<file path="src/rtl/pcomb_pkg.sv">
package pcomb_pkg;

    localparam int NUM_PH = 3;

    typedef enum logic {
        ADD_ABS = 1'b0,
        ADD_ALG = 1'b1
    } add_mode_e;

endpackage

</file>
<file path="src/rtl/pcomb_mode_dec.sv">
module pcomb_mode_dec
    import pcomb_pkg::*;
#(
    parameter int MAG_W  = 16,
    parameter int THR_4W = 6000,
    parameter int THR_3W = 24000
) (
    input  logic              wire4_sel,
    input  logic              sum_sel,
    output add_mode_e         add_mode,
    output logic [NUM_PH-1:0] elem_en,
    output logic [MAG_W-1:0]  vloss_thr
);

    localparam logic [MAG_W-1:0] THR4 = MAG_W'(THR_4W);
    localparam logic [MAG_W-1:0] THR3 = MAG_W'(THR_3W);

    // crossed mapping: matching straps give signed summation
    always_comb begin
        add_mode = (wire4_sel == sum_sel) ? ADD_ALG : ADD_ABS;
    end

    // two-element method in delta wiring: middle phase is dropped
    always_comb begin
        elem_en    = '1;
        elem_en[1] = wire4_sel;
    end

    always_comb begin
        vloss_thr = wire4_sel ? THR4 : THR3;
    end

endmodule

</file>
<file path="src/rtl/pcomb_phase_qual.sv">
module pcomb_phase_qual
    import pcomb_pkg::*;
#(
    parameter int PWR_W     = 24,
    parameter int MAG_W     = 16,
    parameter int CREEP_THR = 20
) (
    input  logic [PWR_W-1:0] pwr,
    input  logic [MAG_W-1:0] vmag,
    input  logic [MAG_W-1:0] imag,
    input  logic             elem_en,
    input  logic [MAG_W-1:0] vloss_thr,
    input  add_mode_e        add_mode,
    output logic             vloss,
    output logic             noload,
    output logic [PWR_W:0]   contrib,
    output logic             neg_contrib
);

    localparam int EXT_W = PWR_W + 1;
    localparam logic [MAG_W-1:0] CREEP = MAG_W'(CREEP_THR);

    logic signed [EXT_W-1:0] ext;
    logic signed [EXT_W-1:0] mag;
    logic                    active;

    always_comb begin
        vloss  = vmag < vloss_thr;
        noload = imag < CREEP;
        active = elem_en && !vloss && !noload;
    end

    // one guard bit so the magnitude of the most negative code fits
    always_comb begin
        ext = EXT_W'($signed(pwr));
        mag = ext[EXT_W-1] ? -ext : ext;
    end

    always_comb begin
        if (!active) begin
            contrib = '0;
        end else if (add_mode == ADD_ALG) begin
            contrib = ext;
        end else begin
            contrib = mag;
        end
        neg_contrib = active && pwr[PWR_W-1];
    end

endmodule

</file>
<file path="src/rtl/pcomb_adder.sv">
module pcomb_adder #(
    parameter int IN_W  = 25,
    parameter int N_IN  = 3,
    parameter int OUT_W = 26
) (
    input  logic [N_IN-1:0][IN_W-1:0] terms,
    output logic [OUT_W-1:0]          total
);

    logic signed [OUT_W-1:0] partial [N_IN+1];

    assign partial[0] = '0;

    for (genvar g = 0; g < N_IN; g++) begin : g_acc
        logic signed [OUT_W-1:0] term_ext;
        assign term_ext       = OUT_W'($signed(terms[g]));
        assign partial[g + 1] = partial[g] + term_ext;
    end

    assign total = partial[N_IN];

endmodule

</file>
<file path="src/rtl/three_phase_combiner.sv">
module three_phase_combiner
    import pcomb_pkg::*;
#(
    parameter int PWR_W   = 24,
    parameter int MAG_W   = 16,
    parameter int NOM_V   = 40000,
    parameter int RATED_I = 20000
) (
    input  logic                            clk,
    input  logic                            rst_n,
    input  logic                            wire4_sel,
    input  logic                            sum_sel,
    input  logic                            smp_vld,
    input  logic [NUM_PH-1:0][PWR_W-1:0]    phase_pwr,
    input  logic [NUM_PH-1:0][MAG_W-1:0]    phase_vmag,
    input  logic [NUM_PH-1:0][MAG_W-1:0]    phase_imag,
    output logic signed [PWR_W+1:0]         sum_out,
    output logic                            rev_flag,
    output logic                            neg_flag,
    output logic [NUM_PH-1:0]               vloss_flag,
    output logic [NUM_PH-1:0]               noload_flag,
    output logic                            out_vld
);

    localparam int CTR_W     = PWR_W + 1;
    localparam int SUM_W     = PWR_W + 2;
    localparam int THR_4W    = NOM_V * 15 / 100;
    localparam int THR_3W    = NOM_V * 60 / 100;
    localparam int CREEP_THR = RATED_I / 1000;

    typedef struct packed {
        logic signed [SUM_W-1:0] sum;
        logic                    rev;
        logic                    neg;
        logic [NUM_PH-1:0]       vloss;
        logic [NUM_PH-1:0]       noload;
        logic                    vld;
    } state_t;

    add_mode_e                     add_mode;
    logic [NUM_PH-1:0]             elem_en;
    logic [MAG_W-1:0]              vloss_thr;
    logic [NUM_PH-1:0]             vloss_w;
    logic [NUM_PH-1:0]             noload_w;
    logic [NUM_PH-1:0]             neg_w;
    logic [NUM_PH-1:0][CTR_W-1:0]  contrib_w;
    logic [SUM_W-1:0]              total_w;

    state_t state_d;
    state_t state_q;

    pcomb_mode_dec #(
        .MAG_W  (MAG_W),
        .THR_4W (THR_4W),
        .THR_3W (THR_3W)
    ) i_mode_dec (
        .wire4_sel (wire4_sel),
        .sum_sel   (sum_sel),
        .add_mode  (add_mode),
        .elem_en   (elem_en),
        .vloss_thr (vloss_thr)
    );

    for (genvar p = 0; p < NUM_PH; p++) begin : g_phase
        pcomb_phase_qual #(
            .PWR_W     (PWR_W),
            .MAG_W     (MAG_W),
            .CREEP_THR (CREEP_THR)
        ) i_qual (
            .pwr         (phase_pwr[p]),
            .vmag        (phase_vmag[p]),
            .imag        (phase_imag[p]),
            .elem_en     (elem_en[p]),
            .vloss_thr   (vloss_thr),
            .add_mode    (add_mode),
            .vloss       (vloss_w[p]),
            .noload      (noload_w[p]),
            .contrib     (contrib_w[p]),
            .neg_contrib (neg_w[p])
        );
    end

    pcomb_adder #(
        .IN_W  (CTR_W),
        .N_IN  (NUM_PH),
        .OUT_W (SUM_W)
    ) i_adder (
        .terms (contrib_w),
        .total (total_w)
    );

    always_comb begin
        state_d     = state_q;
        state_d.vld = smp_vld;
        if (smp_vld) begin
            state_d.sum    = $signed(total_w);
            state_d.rev    = |neg_w;
            state_d.neg    = (add_mode == ADD_ALG) && total_w[SUM_W-1];
            state_d.vloss  = vloss_w;
            state_d.noload = noload_w;
        end
    end

    always_ff @(posedge clk or negedge rst_n) begin
        if (!rst_n) begin
            state_q <= '0;
        end else begin
            state_q <= state_d;
        end
    end

    assign sum_out     = state_q.sum;
    assign rev_flag    = state_q.rev;
    assign neg_flag    = state_q.neg;
    assign vloss_flag  = state_q.vloss;
    assign noload_flag = state_q.noload;
    assign out_vld     = state_q.vld;

endmodule

</file>
<file path="config.mk">
export PLATFORM = sky130hd
export DESIGN_NAME = three_phase_combiner
export DESIGN_NICKNAME = d
export VERILOG_FILES = /design/src/rtl/pcomb_pkg.sv /design/src/rtl/pcomb_mode_dec.sv /design/src/rtl/pcomb_phase_qual.sv /design/src/rtl/pcomb_adder.sv /design/src/rtl/three_phase_combiner.sv
export SDC_FILE = /design/constraint.sdc
export NUM_CORES = 1
export LEC_CHECK = 0
export ABC_AREA = 1
export BUFFER_PORTS_ARGS = -buffer_cell sky130_fd_sc_hd__clkbuf_2
export CAP_MARGIN = 0
export CELL_PAD_IN_SITES_DETAIL_PLACEMENT = 1
export CELL_PAD_IN_SITES_GLOBAL_PLACEMENT = 1
export CORE_MARGIN = 2
export CORE_UTILIZATION = 32
export CTS_CLUSTER_SIZE = 10
export DETAILED_ROUTE_END_ITERATION = 12
export PLACE_DENSITY_LB_ADDON = 0.1
export SETUP_SLACK_MARGIN = 0.2
export SLEW_MARGIN = 20
export SYNTH_ARGS = -nofsm -noshare
export SYNTH_HDL_FRONTEND = slang
export SYNTH_SLANG_ARGS = --single-unit
</file>
<file path="constraint.sdc">
create_clock -name clk -period 0.8 [get_ports clk]
set_input_delay 0.12 -clock clk [delete_from_list [all_inputs] [get_ports clk]]
set_output_delay 0.12 -clock clk [all_outputs]
set_load 0.03 [all_outputs]
</file>
Yosys cells after proc, flatten, opt, wreduce, memory -nomap -nowiden

Index checks and enable logic that the tools add are counted.

Register bits: 35
Word-level logic and storage cells: 44

$add $sub $neg: 5
Order comparisons: 6
Eq/ne operators: 1
Multiplexer cells: 11
Reduce and logical (&&, ||, !) cells: 15

Operators with widths:

| cell                                                                   | count |
|---|---|
| 25-bit two-way mux                                                     | 9 |
| 24-bit negator with 25-bit output                                      | 3 |
| 16-bit by 15-bit < comparator with 1-bit output                        | 3 |
| 16-bit by 5-bit < comparator with 1-bit output (second input constant) | 3 |
| 25-bit by 25-bit adder with 26-bit output                              | 1 |
| 26-bit by 25-bit adder with 26-bit output                              | 1 |
| 15-bit two-way mux                                                     | 1 |
| 1-bit logical AND                                                      | 8 |
| 1-bit zero test                                                        | 6 |
| 3-bit OR reduction                                                     | 1 |
| 1-bit == test                                                          | 1 |
| 1-bit two-way mux                                                      | 1 |

Logic depth before layout (Yosys ltp)

Depth after elaboration: 9
Gate-level depth with buffers: 27

Cells and area by module

Synthesis repeated with hierarchy kept, for this count alone.

Cells, all modules: 1318
Area, all modules: 7920.1 µm²

By module, submodules not included:

| module               | instances | cells an instance | area each (µm²) | sequential area each (µm²) |
|---|---|---|---|---|
| pcomb_phase_qual     | 3         | 246               | 1336.3          | 0.0 |
| pcomb_adder          | 1         | 409               | 2373.5          | 0.0 |
| three_phase_combiner | 1         | 146               | 1376.3          | 875.8 |
| pcomb_mode_dec       | 1         | 25                | 161.4           | 0.0 |

Worst setup path after synthesis

Ideal clock, no wire load.

Path type: input -> register
Start point: in wire4_sel
End point: reg state_q (netlist bit sum_out[13])
Setup time: 0.127 ns
Arrival: 3.142 ns
Required time: 0.673 ns
Path slack: -2.469 ns
Stages on the path: 21
Path buffers: 1
Path through: ha_1 nand2_1 nor3_1 and2_1 nand2_1 nand2_1 nand2_2 inv_2 buf_6 nand2_1 fa_1 inv_1 ha_1 fa_1 nand2_1 nand2_1 nand3_1 nand2_1 a21oi_1 xor2_1 o21ai_0

Longest elaborated chain between the ends: 8
Elaborated cells on any way between the ends: 21

Ends and longest elaborated chain:

| what                                            | line                        | RTL |
|---|---|---|
| start: declaration                              | three_phase_combiner.sv:11  | `input logic wire4_sel,` |
| 15-bit two-way mux                              | pcomb_mode_dec.sv:30        | `vloss_thr = wire4_sel ? THR4 : THR3;` |
| 16-bit by 15-bit < comparator with 1-bit output | pcomb_phase_qual.sv:28      | `vloss = vmag < vloss_thr;` |
| 1-bit zero test                                 | pcomb_phase_qual.sv:30      | `active = elem_en && !vloss && !noload;` |
| 1-bit logical AND (2 in a row)                  | pcomb_phase_qual.sv:30      |  |
| 25-bit two-way mux                              | pcomb_phase_qual.sv:40      | `if (!active) begin` |
| 25-bit by 25-bit adder with 26-bit output       | pcomb_adder.sv:17           | `assign partial[g + 1] = partial[g] + term_ext;` |
| 26-bit by 25-bit adder with 26-bit output (*)   | pcomb_adder.sv:17           |  |
| end signal: assignment                          | three_phase_combiner.sv:108 | `state_q <= state_d;` |
| end: declaration                                | three_phase_combiner.sv:50  | `state_t state_q;` |

Mark *: on every way between the ends. The rest lies on a longest branch, timed or not.
A chain may end at the register's enable or synchronous reset.

Final worst setup path

Start point: in wire4_sel
End point: reg state_q (netlist bit sum_out[21])

Same word-level chain as after synthesis.

==> summary.md <==
The start point of the critical path was wire4_sel. The internal power of the cells totals 12.4 mW. CTS built an H-tree with a depth of 2. The global routing usage on met3 was 2.00%; the count of TritonRoute iterations in the first routing pass was 4. In this run the power density over the cells is 2080 nW/um^2. For this run the aggregate overflow at the end of global routing stands at 0.

The worst flop-to-flop path startpoint was sum_out[5]. The tools report the post-placement cell count as 1703. The quantity of I/O buffers inserted on ports was 189; the part of the cycle the worst path needs was 445%. For this run, the number of Yosys warnings is 0. The initial core utilization was 32.3%; the final-report max-slew violation count was 0. The share of total power in combinational logic was 78.5%; the post-synthesis register bit count was 35. For the share of total power in sequential cells, the log shows 13.0%.

Before CTS, the worst setup slack after placement is -2.98 ns. For the final database, setup skew stands at 0 ns. In the global route stage, met2 resource usage came out at 54.7%.

Of all nets on the critical path, the largest fanout is 8. The run finished, with violations left. IR analysis of the VDD net gives a maximum drop of 0.000955 V. The share of total power dissipated in the clock network is 8.5%. TritonCTS built the clock tree. Synthesis produced a netlist whose cell count is 1041.

Synthesis produced a netlist with a net count of 1282. The tree is rooted in a sky130_fd_sc_hd__clkbuf_16. The analysis attributes to net switching a power of 12.0 mW.

The tools report the endpoint required time on the critical path as 0.98 ns. The final reports fail on setup timing. Summed over all cells, the static leakage comes to 6.10 nW. Path class of the lowest-slack min-delay path: in -> reg.

From synthesis to final layout, the design area changed by 88.5%. Across the whole layout, storage elements account for 917 sq um. In the routed design, unresolved DRC markers number 0.

The clock passes through at most 2 buffers. The final total negative setup slack is -74.24 ns. The detailed router placed 9200 vias in this run. The tools report the initial antenna violation count as 0. The most used flip-flop cell after synthesis is sky130_fd_sc_hd__dfrtp_1. The worst setup slack after layout is -2.76 ns. The die covers 20600 sq um. The core outline area was 19300 sq um; the number of top-level pins was 208.

The element type at the critical path end is a flop. Startpoint class of the critical path: an input port. The repair_antennas step left the layout with diodes totalling 0. After floorplanning, the core was divided into 51 placement rows. The floorplan step set the die width to 143 microns. The worst relative slew slack was 69.6%. Summing all multi-input logic gate instances after layout gives 6030 sq um.

Clock tree synthesis found a total of 35 sinks. For the worst-skew pair, the clock arrives at the later sink with an insertion delay of 0.29 ns. In the final routed layout, each cell accounts on average for 20.5 microns. In the global route stage, met1 resource usage came out at 32.9%.

The tools report the global placement routability congestion as 0.907. The critical path class was in -> reg. For the pin with the worst max-slew slack, the measured transition is 0.451 ns. The logs give 1736 for the number of nets in the layout and 0 for the number of nets still failing antenna checks after routing.

The number of buffers added by the clock tree synthesis step is 5, and the number of flops mapped to enable cells by yosys is 0. The tools report the total wire length after detailed routing as 36100 microns. The top cell types in the final layout, fill and taps aside, are sky130_fd_sc_hd__buf_4 (240), sky130_fd_sc_hd__nand2_1 (224), sky130_fd_sc_hd__clkbuf_2 (152). The first routing iteration left 411 violations. The fmax was 281 MHz; the async set-reset flop share out of synthesis was 100%. met2 is the most crowded layer.

After legalization and detailed placement, the total HPWL measured 22300 microns. The portion of the post-synthesis area used by sequential elements was 14.1%; the arrival time of data at the critical path endpoint was 3.74 ns. The ratio of routed vias to standard cells is 5.22. Entering global routing, the biggest net connects 36 pins. Setup repair after global routing could not meet its margin everywhere. The global router's overall resource usage was 28.0%.

The total setup violations reported at the end of the flow came out at 67. After filler insertion, the fill cell instance count of the layout stands at 2486. Averaged over all synthesized cells, the footprint is 5.98 sq um. The finished layout holds 1761 standard cells, fillers aside. After clock tree synthesis, the clock-pin slew on the worst setup and hold paths is 0.06 ns.

For the via count of the first global-routing pass, the log shows 9302. Y dimension of the die: 143 microns. The minimum period implied by the final worst setup slack is 3.56 ns. For the number of maximum-capacitance constraint violations, the log shows 0.

In this run the most critical hold path is launched from smp_vld. Proportion of layout cells with a drive suffix above 1: 53.2%. Net switching is 49.3% of the power. The leading cell type in the layout, fill and taps excluded is sky130_fd_sc_hd__buf_4.

The number of distinct library cells after synthesis was 40. The synthesized netlist occupies a cell area of 6230 sq um. The first-pass GRT wire length is 45400 microns. The hold violation count in the final report is 0.
Yosys cell counts (3+ instances only):
| library cell | number | area, sq um |
|---|---|---|
| sky130_fd_sc_hd__o21ai_0 | 48 | 240 |
| sky130_fd_sc_hd__o21ai_2 | 3 | 26.3 |
| sky130_fd_sc_hd__fa_1 | 26 | 521 |
| sky130_fd_sc_hd__nand3_1 | 85 | 425 |
| sky130_fd_sc_hd__xor2_1 | 23 | 201 |
| sky130_fd_sc_hd__a21oi_1 | 55 | 275 |
| sky130_fd_sc_hd__xnor2_1 | 15 | 131 |
| sky130_fd_sc_hd__nand4_1 | 19 | 119 |
| sky130_fd_sc_hd__ha_1 | 42 | 526 |
| sky130_fd_sc_hd__nand3b_1 | 6 | 45.0 |
| sky130_fd_sc_hd__nor3_1 | 18 | 90.1 |
| sky130_fd_sc_hd__nor4_1 | 10 | 62.6 |
| sky130_fd_sc_hd__dfrtp_1 | 35 | 876 |
| sky130_fd_sc_hd__inv_1 | 177 | 664 |
| sky130_fd_sc_hd__nor2_1 | 99 | 372 |
| sky130_fd_sc_hd__buf_6 | 3 | 33.8 |
| sky130_fd_sc_hd__buf_2 | 4 | 20.0 |
| sky130_fd_sc_hd__o21bai_1 | 8 | 60.1 |
| sky130_fd_sc_hd__a21o_1 | 3 | 22.5 |
| sky130_fd_sc_hd__clkbuf_1 | 9 | 33.8 |
| sky130_fd_sc_hd__nand2_1 | 313 | 1170 |
| sky130_fd_sc_hd__nand2_2 | 6 | 37.5 |
| sky130_fd_sc_hd__inv_2 | 3 | 11.3 |
| sky130_fd_sc_hd__o21ai_1 | 7 | 35.0 |
metrics by stage:
stage | total power, mW | hold WS, ns | instance area, sq um | utilization [%]
after detailed placement | 15.2 | 0.0981 | 9520 | 49.4
after global placement | 14.9 | 0.100 | 9520 | 49.4
after CTS | 20.8 | 0.0394 | 11000 | 57.2
final | 24.4 | 0.0534 | 11700 | 60.9
after floorplan | 10.2 | -0.176 | 6630 | -
after global routing | 25.6 | 0.0495 | 11700 | 60.9
sequential cells by signal (all words and copies together) (netlist names):
signal,count
sum_out,26
out_vld,1
neg_flag,1
noload_flag,3
vloss_flag,3
rev_flag,1
power by group through the flow:
| stage | registers, mW | logic (mW) | clock network (mW) |
|---|---|---|---|
| 3_5_place_dp | 2.88 | 12.4 | 0 |
| 4_1_cts | 2.95 | 15.8 | 2.03 |
| 2_1_floorplan | 4.11 | 6.08 | 0 |
| 6_report | 3.17 | 19.2 | 2.07 |
| 5_1_grt | 3.23 | 20.2 | 2.14 |
| 3_3_place_gp | 2.84 | 12.0 | 0 |
per-layer routing:
metal	routed length, microns	up-vias
met1	13700	4502
met4	1760	0
met5	0	-
met2	19100	344
met3	1460	136
li1	-	4218
final timing paths:
check | cells past startpoint | slack [ns] | to
setup / recovery | 26 | -2.76 | sum_out[21]
hold / removal | 1 | 0.05 | out_vld
setup reg to reg | 4 | -0.14 | sum_out[5]
hold reg to reg | 2 | 0.51 | sum_out[23]
max in group asynchronous | 3 | 0.26 | sum_out[25]
min in group asynchronous | 3 | 0.37 | rev_flag
layout make-up:
| type | count | share of cell area (%) |
|---|---|---|
| Clock buffer | 6 | 1.18 |
| Clock inverter | 2 | 0.139 |
| Inverter | 182 | 6.06 |
| Multi-Input combinational cell | 807 | 51.3 |
| Sequential cell | 35 | 7.81 |
| Tap cell | 265 | 2.82 |
| Timing Repair Buffer | 463 | 30.5 |
| Timing Repair inverter | 1 | 0.0959 |
worst max-delay path, stage by stage:
cell                         delay [ns]
sky130_fd_sc_hd__clkbuf_16         0.11
sky130_fd_sc_hd__clkinvlp_4        0.09
sky130_fd_sc_hd__buf_12            0.16
sky130_fd_sc_hd__ha_1              0.30
sky130_fd_sc_hd__o21ai_2           0.06
sky130_fd_sc_hd__nand2_1           0.08
sky130_fd_sc_hd__nand2_1           0.06
sky130_fd_sc_hd__nand2_1           0.07
sky130_fd_sc_hd__nand2_1           0.06
sky130_fd_sc_hd__nand2_2           0.09
sky130_fd_sc_hd__nand2_4           0.11
sky130_fd_sc_hd__buf_6             0.15
sky130_fd_sc_hd__a21oi_1           0.12
sky130_fd_sc_hd__o21ai_1           0.11
sky130_fd_sc_hd__fa_1              0.56
sky130_fd_sc_hd__inv_2             0.05
sky130_fd_sc_hd__ha_4              0.32
sky130_fd_sc_hd__nand2_4           0.09
sky130_fd_sc_hd__nor2_4            0.17
sky130_fd_sc_hd__inv_2             0.08
sky130_fd_sc_hd__nor2_4            0.11
sky130_fd_sc_hd__nand4_1           0.27
sky130_fd_sc_hd__nand3_2           0.17
sky130_fd_sc_hd__nand2_1           0.08
sky130_fd_sc_hd__nand3_2           0.08
sky130_fd_sc_hd__nand2_1           0.05
repair_timing:
item | 4_1_cts | 5_1_grt
gates resized for setup | 295 | 154
hold endpoints to repair | 35 | 0
gates cloned | 1 | 1
setup endpoints to repair | 69 | 74
hold buffers | 1 | 0
pin swaps | 84 | 54
setup buffers | 26 | 21
cells by family (layout without fill, tap and decap cells):
family                     Yosys count  count (layout)  share of synthesized area (%)
DFF                                 35              35                           14.1
buffers and inverters              199             654                           12.5
and+or+nand+nor                    571             571                           39.8
adders and majority gates           68              68                           16.8
xor gates and xnor gates            38              38                           5.35
AOI/OAI and AO/OA                  130             130                           11.4
Power figures use the tool's default switching activity.
